`src/rtl/irqc_pkg.sv`:
```
package irqc_pkg;

  // Word indices (byte offset / 4) of the register file
  localparam int WIDX_EN_LO  = 0;
  localparam int WIDX_EN_HI  = 1;
  localparam int WIDX_MSK_LO = 2;
  localparam int WIDX_MSK_HI = 3;
  localparam int WIDX_RAW_LO = 8;
  localparam int WIDX_RAW_HI = 9;
  localparam int WIDX_FIN_LO = 12;
  localparam int WIDX_FIN_HI = 13;

  localparam int WORD_W = 32;
  localparam int MAX_SRC = 64;

  typedef struct packed {
    logic enLo;
    logic enHi;
    logic mskLo;
    logic mskHi;
  } wrStrobe_t;

  typedef enum logic [3:0] {
    SEL_NONE   = 4'd0,
    SEL_EN_LO  = 4'd1,
    SEL_EN_HI  = 4'd2,
    SEL_MSK_LO = 4'd3,
    SEL_MSK_HI = 4'd4,
    SEL_RAW_LO = 4'd5,
    SEL_RAW_HI = 4'd6,
    SEL_FIN_LO = 4'd7,
    SEL_FIN_HI = 4'd8
  } rdSel_t;

endpackage

```
`src/rtl/irqc_ctrl.sv`:
```
module irqc_ctrl
  import irqc_pkg::*;
#(
  parameter int ADDR_W = 8
) (
  input  logic              pclk,
  input  logic              presetn,
  input  logic              psel,
  input  logic              penable,
  input  logic              pwrite,
  input  logic [ADDR_W-1:0] paddr,
  output wrStrobe_t         wrStb,
  output rdSel_t            rdSel
);

  localparam int WIDX_W = ADDR_W - 2;

  logic [WIDX_W-1:0] wordIdx;
  logic              aligned;
  rdSel_t            regSel;
  logic              wrAccess;
  logic              rdAccess;

  assign wordIdx  = paddr[ADDR_W-1:2];
  assign aligned  = (paddr[1:0] == 2'b00);
  assign wrAccess = psel && penable && pwrite;
  assign rdAccess = psel && !pwrite;

  // Address decode: unaligned or unlisted offsets map to SEL_NONE
  always_comb begin
    regSel = SEL_NONE;
    if (aligned) begin
      if      (wordIdx == WIDX_W'(WIDX_EN_LO))  regSel = SEL_EN_LO;
      else if (wordIdx == WIDX_W'(WIDX_EN_HI))  regSel = SEL_EN_HI;
      else if (wordIdx == WIDX_W'(WIDX_MSK_LO)) regSel = SEL_MSK_LO;
      else if (wordIdx == WIDX_W'(WIDX_MSK_HI)) regSel = SEL_MSK_HI;
      else if (wordIdx == WIDX_W'(WIDX_RAW_LO)) regSel = SEL_RAW_LO;
      else if (wordIdx == WIDX_W'(WIDX_RAW_HI)) regSel = SEL_RAW_HI;
      else if (wordIdx == WIDX_W'(WIDX_FIN_LO)) regSel = SEL_FIN_LO;
      else if (wordIdx == WIDX_W'(WIDX_FIN_HI)) regSel = SEL_FIN_HI;
    end
  end

  always_comb begin
    wrStb.enLo  = wrAccess && (regSel == SEL_EN_LO);
    wrStb.enHi  = wrAccess && (regSel == SEL_EN_HI);
    wrStb.mskLo = wrAccess && (regSel == SEL_MSK_LO);
    wrStb.mskHi = wrAccess && (regSel == SEL_MSK_HI);
    rdSel       = rdAccess ? regSel : SEL_NONE;
  end

  // at most one register strobe per cycle
  p_one_strobe_r12: assert property (@(posedge pclk) disable iff (!presetn)
    $onehot0({wrStb.enLo, wrStb.enHi, wrStb.mskLo, wrStb.mskHi}));

  // a write cycle never selects read data
  p_write_no_read_r12: assert property (@(posedge pclk) disable iff (!presetn)
    pwrite |-> (rdSel == SEL_NONE));

  // no strobe outside an access phase
  p_setup_silent_r12: assert property (@(posedge pclk) disable iff (!presetn)
    (!psel || !penable) |-> ({wrStb.enLo, wrStb.enHi, wrStb.mskLo, wrStb.mskHi} == 4'b0));

endmodule

```
`src/rtl/irqc_datapath.sv`:
```
module irqc_datapath
  import irqc_pkg::*;
#(
  parameter int NUM_SRC = 40
) (
  input  logic               pclk,
  input  logic               presetn,
  input  wrStrobe_t          wrStb,
  input  rdSel_t             rdSel,
  input  logic [31:0]        pwdata,
  input  logic [NUM_SRC-1:0] srcIrq,
  output logic [31:0]        prdata,
  output logic               irqOut
);

  localparam logic [MAX_SRC-1:0] IMPL =
    (NUM_SRC >= MAX_SRC) ? {MAX_SRC{1'b1}} : ((MAX_SRC'(1) << NUM_SRC) - MAX_SRC'(1));

  logic [NUM_SRC-1:0] enReg, mskReg;
  logic [NUM_SRC-1:0] syncA, syncB;
  logic [NUM_SRC-1:0] enWrVec, mskWrVec, wdRep;
  logic [NUM_SRC-1:0] rawVec, finVec;
  logic [MAX_SRC-1:0] enW, mskW, rawW, finW;
  logic               aliveQ;

  // Per-source write steering: lower word for sources 0..31, upper for 32..63
  for (genvar g = 0; g < NUM_SRC; g++) begin : g_src
    if (g < WORD_W) begin : g_lo
      assign enWrVec[g]  = wrStb.enLo;
      assign mskWrVec[g] = wrStb.mskLo;
      assign wdRep[g]    = pwdata[g];
    end else begin : g_hi
      assign enWrVec[g]  = wrStb.enHi;
      assign mskWrVec[g] = wrStb.mskHi;
      assign wdRep[g]    = pwdata[g-WORD_W];
    end
  end

  always_ff @(posedge pclk or negedge presetn) begin
    if (!presetn) begin
      enReg  <= '0;
      mskReg <= '0;
      aliveQ <= 1'b0;
    end else begin
      enReg  <= (enReg & ~enWrVec) | (wdRep & enWrVec);
      mskReg <= (mskReg & ~mskWrVec) | (wdRep & mskWrVec);
      aliveQ <= 1'b1;
    end
  end

  // Two-stage input synchronizer
  always_ff @(posedge pclk or negedge presetn) begin
    if (!presetn) begin
      syncA <= '0;
      syncB <= '0;
    end else begin
      syncA <= srcIrq;
      syncB <= syncA;
    end
  end

  assign rawVec = syncB & enReg;
  assign finVec = rawVec & ~mskReg;
  assign irqOut = |finVec;

  // Zero-extend to a full two-word view; absent sources are constant zero
  always_comb begin
    enW  = '0;
    mskW = '0;
    rawW = '0;
    finW = '0;
    enW[NUM_SRC-1:0]  = enReg;
    mskW[NUM_SRC-1:0] = mskReg;
    rawW[NUM_SRC-1:0] = rawVec;
    finW[NUM_SRC-1:0] = finVec;
  end

  always_comb begin
    unique case (rdSel)
      SEL_EN_LO:  prdata = enW[31:0];
      SEL_EN_HI:  prdata = enW[63:32];
      SEL_MSK_LO: prdata = mskW[31:0];
      SEL_MSK_HI: prdata = mskW[63:32];
      SEL_RAW_LO: prdata = rawW[31:0];
      SEL_RAW_HI: prdata = rawW[63:32];
      SEL_FIN_LO: prdata = finW[31:0];
      SEL_FIN_HI: prdata = finW[63:32];
      default:    prdata = '0;
    endcase
  end

  // a low enable write lands as the written value, trimmed to built sources
  p_en_lo_write_r2: assert property (@(posedge pclk) disable iff (!presetn)
    (aliveQ && $past(wrStb.enLo)) |-> (enW[31:0] == ($past(pwdata) & IMPL[31:0])));

  // an upper suppress write lands likewise
  p_msk_hi_write_r3: assert property (@(posedge pclk) disable iff (!presetn)
    (aliveQ && $past(wrStb.mskHi)) |-> (mskW[63:32] == ($past(pwdata) & IMPL[63:32])));

  // without a strobe the control bits hold
  p_quiet_bus_r11: assert property (@(posedge pclk) disable iff (!presetn)
    (aliveQ && ($past({wrStb.enLo, wrStb.enHi, wrStb.mskLo, wrStb.mskHi}) == 4'b0))
      |-> ($stable(enReg) && $stable(mskReg)));

  // an output request traces back to an input seen two edges earlier
  p_irq_origin_r8: assert property (@(posedge pclk) disable iff (!presetn)
    irqOut |-> (|($past(srcIrq, 2) & enReg & ~mskReg)));

  // absent source bits never appear on the read bus
  p_absent_hi_r7: assert property (@(posedge pclk) disable iff (!presetn)
    ((rdSel == SEL_EN_HI) || (rdSel == SEL_MSK_HI) || (rdSel == SEL_RAW_HI) ||
     (rdSel == SEL_FIN_HI)) |-> ((prdata & ~IMPL[63:32]) == 32'h0));

  p_absent_lo_r7: assert property (@(posedge pclk) disable iff (!presetn)
    ((rdSel == SEL_EN_LO) || (rdSel == SEL_MSK_LO) || (rdSel == SEL_RAW_LO) ||
     (rdSel == SEL_FIN_LO)) |-> ((prdata & ~IMPL[31:0]) == 32'h0));

endmodule

```
`src/rtl/irq_combiner.sv`:
```
module irq_combiner
  import irqc_pkg::*;
#(
  parameter int NUM_SRC = 40,
  parameter int ADDR_W  = 8
) (
  input  logic               pclk,
  input  logic               presetn,
  input  logic               psel,
  input  logic               penable,
  input  logic               pwrite,
  input  logic [ADDR_W-1:0]  paddr,
  input  logic [31:0]        pwdata,
  output logic [31:0]        prdata,
  output logic               pready,
  output logic               pslverr,
  input  logic [NUM_SRC-1:0] srcIrq,
  output logic               irqOut
);

  wrStrobe_t wrStb;
  rdSel_t    rdSel;

  assign pready  = 1'b1;
  assign pslverr = 1'b0;

  irqc_ctrl #(.ADDR_W(ADDR_W)) u_ctrl (
    .pclk    (pclk),
    .presetn (presetn),
    .psel    (psel),
    .penable (penable),
    .pwrite  (pwrite),
    .paddr   (paddr),
    .wrStb   (wrStb),
    .rdSel   (rdSel)
  );

  irqc_datapath #(.NUM_SRC(NUM_SRC)) u_dp (
    .pclk    (pclk),
    .presetn (presetn),
    .wrStb   (wrStb),
    .rdSel   (rdSel),
    .pwdata  (pwdata),
    .srcIrq  (srcIrq),
    .prdata  (prdata),
    .irqOut  (irqOut)
  );

endmodule

```
`config.mk`:
```
export PLATFORM = sky130hd
export DESIGN_NAME = irq_combiner
export DESIGN_NICKNAME = d
export VERILOG_FILES = /design/src/rtl/irqc_pkg.sv /design/src/rtl/irqc_ctrl.sv /design/src/rtl/irqc_datapath.sv /design/src/rtl/irq_combiner.sv
export SDC_FILE = /design/constraint.sdc
export NUM_CORES = 1
export LEC_CHECK = 0
export CAP_MARGIN = 20
export CORE_MARGIN = 1.5
export CORE_UTILIZATION = 56
export DETAILED_ROUTE_END_ITERATION = 10
export PLACE_DENSITY = 0.91
export RECOVER_POWER = 25
export SYNTH_ARGS = -nofsm -noshare
export SYNTH_HDL_FRONTEND = slang
export SYNTH_HIERARCHICAL = 1
export SYNTH_SLANG_ARGS = --single-unit
export TNS_END_PERCENT = 5
```
`constraint.sdc`:
```
create_clock -name pclk -period 5.8 [get_ports pclk]
set_input_delay 1.16 -clock pclk [delete_from_list [all_inputs] [get_ports pclk]]
set_output_delay 1.16 -clock pclk [all_outputs]
set_load 0.02 [all_outputs]
```
# Word level (Yosys, flattened, before mapping)

Cells that the tools add are included.

Reduce and logical (&&, ||, !) cells: 11
Equal/unequal tests: 19
Bitwise operators: 11
Muxes and demuxes: 11

Operators with widths:

| operator                                                               | number |
|---|---|
| 32-bit one-hot mux with 8 select lines                                 | 1 |
| 40-bit AND                                                             | 6 |
| 40-bit NOT                                                             | 3 |
| 40-bit OR                                                              | 2 |
| 4-bit 2-to-1 mux                                                       | 10 |
| 40-bit OR reduction                                                    | 1 |
| 6-bit by 4-bit equality test with 1-bit output (second input constant) | 4 |
| 4-bit by 3-bit equality test with 1-bit output (second input constant) | 5 |
| 4-bit by 2-bit equality test with 1-bit output (second input constant) | 4 |
| 6-bit by 2-bit equality test with 1-bit output (second input constant) | 2 |
| 4-bit by 1-bit equality test with 1-bit output (second input constant) | 2 |
| 1-bit logical AND                                                      | 7 |
| 6-bit by 1-bit equality test with 1-bit output (second input constant) | 1 |
| 6-bit zero test                                                        | 1 |
| 4-bit equality test (second input constant)                            | 1 |
| 2-bit zero test                                                        | 1 |
| 1-bit zero test                                                        | 1 |

Input port bits: 85
Bits in registers: 160

# Depth between registers and ports, before layout

Depth after elaboration: 15
Depth in mapped cells: 11
Depth with buffers taken out: 7

# Cells and area by module

Netlist, hierarchy kept.

Modules (own cells, without submodules):

| module        | times used | area each (um^2) | cells each |
|---|---|---|---|
| irqc_datapath | 1          | 6,459.9          | 482 |
| irqc_ctrl     | 1          | 158.9            | 24 |
| irq_combiner  | 1          | 22.5             | 4 |

# Worst setup path before layout

No wires, ideal clock.

Path type: input port to output port
From: in paddr[7]
To: out prdata[5]
Data arrival time: 3,100 ps
Required time: 4,640 ps
Buffers on the path: 3
Stages on the path: 9
Path slack: 1,540 ps
Cells stage by stage: nor4_4 nand3b_1 nor3_1 buf_2 nor4b_2 buf_2 buf_2 a21oi_1 o221ai_1

Elaborated cells between the ends (all ways): 27
Classes of those cells: eq/ne: 15; mux: 11; reduce/logical: 1

RTL lines:

| item                                           | RTL line            | source |
|---|---|---|
| start: declaration                             | irq_combiner.sv:12  | `input logic [ADDR_W-1:0] paddr,` |
| 6-bit by 4-bit equality test with 1-bit output | irqc_ctrl.sv:39     | `else if (wordIdx == WIDX_W'(WIDX_FIN_LO)) regSel = SEL_FIN_LO;` |
| 4-bit 2-to-1 mux                               | irqc_ctrl.sv:39     |  |
| 4-bit 2-to-1 mux                               | irqc_ctrl.sv:38     | `else if (wordIdx == WIDX_W'(WIDX_RAW_HI)) regSel = SEL_RAW_HI;` |
| 4-bit 2-to-1 mux                               | irqc_ctrl.sv:37     | `else if (wordIdx == WIDX_W'(WIDX_RAW_LO)) regSel = SEL_RAW_LO;` |
| 4-bit 2-to-1 mux                               | irqc_ctrl.sv:36     | `else if (wordIdx == WIDX_W'(WIDX_MSK_HI)) regSel = SEL_MSK_HI;` |
| 4-bit 2-to-1 mux                               | irqc_ctrl.sv:35     | `else if (wordIdx == WIDX_W'(WIDX_MSK_LO)) regSel = SEL_MSK_LO;` |
| 4-bit 2-to-1 mux                               | irqc_ctrl.sv:34     | `else if (wordIdx == WIDX_W'(WIDX_EN_HI)) regSel = SEL_EN_HI;` |
| 4-bit 2-to-1 mux (*)                           | irqc_ctrl.sv:33     | `if (wordIdx == WIDX_W'(WIDX_EN_LO)) regSel = SEL_EN_LO;` |
| 4-bit 2-to-1 mux (*)                           | irqc_ctrl.sv:32     | `if (aligned) begin` |
| 4-bit 2-to-1 mux (*)                           | irqc_ctrl.sv:49     | `rdSel = rdAccess ? regSel : SEL_NONE;` |
| net rdSel[0]                                   | irq_combiner.sv:22  | `rdSel_t rdSel;` |
| 4-bit equality test (tied with other cells)    | irqc_datapath.sv:79 | `unique case (rdSel)` |
| 32-bit one-hot mux with 8 select lines (*)     | irqc_datapath.sv:79 |  |
| end: declaration                               | irq_combiner.sv:14  | `output logic [31:0] prdata,` |

The timed path passes the listed nets; every way through them passes the cells marked *.

# Worst setup path in the final report

From: in paddr[2]
To: out prdata[5]

Same word-level chain as after synthesis.

==> summary.md <==
| Metric | Value |
|---|---|
| Outcome | complete, but fails checks |
| Failing checks | design-rule violations, max-capacitance violations, max-slew violations |
| Postcts setup bufs | 0 |
| Worst VDD drop | 0.207 mV |
| Worst skew pair latency | 420 ps |
| Hpwl dp | 10700 µm |
| RSZ-0062 raised after global routing | no |
| Setup CP Type | input pin to output port |
| Max-Cap Viols | 1 |
| Synthesis-stage register bit count | 160 |
| Setup_tns | 0 ps |
| Crit path time final | 5600 ps |
| Num rows | 39 |
| Post-synth top area share | 0.603 |
| Yosys warns | 6 |
| Initial antenna violation count | 0 |
| Slew Limit Headroom | -0.406 |
| H-tree depth | 4 |
| Worst Setup Start Kind | input pin |
| Die X | 112 µm |
| Core region area | 11500 µm² |
| Chip Height | 112 µm |
| Cells after synthesis | 510 |
| Drt wl/cell | 20.8 µm |
| Top cells by instance count after synthesis | 160 x dfrtp_1, 78 x mux2_2, 36 x o21ai_0 |
| ANT nets after route | 0 |
| CTS root buf | clkbuf_16 |
| Post-Route WL | 16200 µm |
| Crit-path slowest cell | clkdlybuf4s50_1 |
| Port bufs | 117 |
| CTS Sinks | 160 |
| FMAX | 179 MHz |
| Drt pass-1 iters | 8 |
| All-layer global routing usage | 0.273 |
| Synth Flop Type | dfrtp_1 |
| Post-synth cell types | 50 |
| Area leader, netlist | dfrtp_1 |
| Critical-path maximum fanout | 21 |
| Area growth, synth to finish | 28.3% |
| Req. time, crit path | 4640 ps |
| Synth area leaders | dfrtp_1 60%, mux2_2 13%, nand3b_1 3.3%, a21o_1 3.2%, a22o_1 3.2% |
| Post-synth net total | 595 |
| Pin count of the biggest net entering global routing | 115 |
| FFs w/ async S/R, synth | 1.00 |
| CTS tree | done |
| # diodes | 0 |
| DRC | 17 |
| CP peak stage delay | 660 ps |
| Fin. Hold Viols | 0 |
| Clock transition at path regs | 60 ps |
| CTS Hold Buffers Added | 0 |
| Vias per cell | 6.07 |
| Slew Limit Fails | 39 |
| Vias | 4739 |
| HP Class | flip-flop to flip-flop |
| Crit-path cells | clkdlybuf4s50_1, nand2b_1, a2bb2oi_1, a21oi_1, buf_4, nand4bb_1, buf_4, o21ai_0, a21oi_1, o221ai_1, clkdlybuf4s50_1 |
| Power Density | 268 nW/µm² |
| Longest Clk Path Bufs | 2 |
| Clock Skew | 3.09 ps |
| Total congestion overflow | 0 |
| Leakage | 3.99 nW |
| Least-Margin Pin Slew | 2110 ps |
| Setup crit end kind | output port |
| I/O pins | 120 |
| Mean Syn Cell Area | 13.0 µm² |
| Post-CTS sizing | 0 |
| Fin crit share | 0.965 |
| Post-Syn Area | 6640 µm² |
| First-pass GRT wire length | 26000 µm |
| Vias in the first global route | 5053 |
| Seq/Total Area, Yosys | 0.603 |
| Layout cells sized above 1 | 0.202 |
| Arr. time, crit path | 4440 ps |
| Count leader, synth | dfrtp_1 |
| Placer Congestion | 0.921 |
| Nets@finish | 713 |
| CTS Buf Count | 17 |
| Starting density of the core | 0.577 |
| Core Util, Final | 0.740 |
| Post-synth EDFFs | 0 |
| # setup viols final | 0 |
| Die footprint | 12500 µm² |
| Detailed Route Iter0 Violations | 398 |
| Internal reg-to-reg setup slack | 4980 ps |
| Fillers | 711 |
## layer usage
layer / share of wire / up-vias / global-route usage
li1: - / 2107 / -
met1: 0.40 / 2366 / 0.350
met2: 0.50 / 237 / 0.438
met3: 0.078 / 29 / 0.0817
met4: 0.019 / 0 / 0.109
met5: 0 / - / 0
## report_power, final
group	leakage (nW)	switching (mW)	internal (mW)
clock network	0.258	0.432	0.562
logic	1.69	0.0506	0.0654
registers	2.04	0.0209	1.15
total	3.99	0.504	1.78
## layout by cell type (no fill, tap or decap), types with 3 or more instances in the layout
cell	n
a21o_1	28
nand3b_1	29
o21ai_0	36
inv_1	4
nand3_1	4
clkinv_4	3
clkdlybuf4s50_1	106
nor3_1	8
a22o_1	24
a21oi_1	6
nand4_1	7
nor2_1	8
buf_4	13
o211ai_1	3
a211o_1	3
nand2b_1	3
mux2_2	78
nand2_1	22
nor2b_1	7
dlygate4sd3_1	10
dfrtp_1	160
o32ai_1	3
clkinv_2	4
o22ai_1	7
clkbuf_16	17
a31oi_1	3
## worst max-delay path, delay by kind of cell
kind	cells	cell delay, ps
and+or+nand+nor	2	750
buffers and inverters	4	1820
AOI/OAI and AO/OA	5	680
## final cells by class
class | instances | area, µm² | share of cell area
well taps | 143 | 179 | 0.0210
repair buffers | 132 | 1310 | 0.154
multi-input cells | 313 | 2490 | 0.293
flip-flops and latches | 160 | 4000 | 0.470
clock buffers | 20 | 457 | 0.0536
clock inverters | 9 | 62.6 | 0.00734
inverters | 4 | 15.0 | 0.00176
## stage by stage
stage	cell area, µm²	hold WS [ps]	power [mW]	worst slack (ps)	instances
final	8520	346	2.28	202	781
after global routing	8520	352	2.36	43.9	781
after CTS	8500	348	2.30	250	780
after detailed placement	7980	335	1.31	275	751
after global placement	7980	332	1.30	366	751
after floorplan	6640	331	1.21	1540	510
## cell families (layout without fill, tap and decap cells)
kind of cell,after synthesis,in the layout,share of synthesized area
AO/OA/AOI/OAI,125,125,0.131
flip-flops,160,160,0.603
multiplexers,80,80,0.135
other,2,2,0.00113
buffers and inverters,37,165,0.0277
AND/OR/NAND/NOR,106,106,0.102
## worst paths after layout
path	startpoint	endpoint	depth (start not counted)
max	paddr[2]	prdata[5]	11
min	u_dp/syncA[6]$_DFF_PN0_	u_dp/syncB[6]$_DFF_PN0_	0
max reg2reg	flip-flop	flip-flop	1
min reg2reg	u_dp/syncA[6]$_DFF_PN0_	u_dp/syncB[6]$_DFF_PN0_	0
max in group asynchronous	presetn	u_dp/syncA[37]$_DFF_PN0_	3
min in group asynchronous	presetn	u_dp/syncA[27]$_DFF_PN0_	1
No activity file was read; power rests on OpenSTA's default activity.
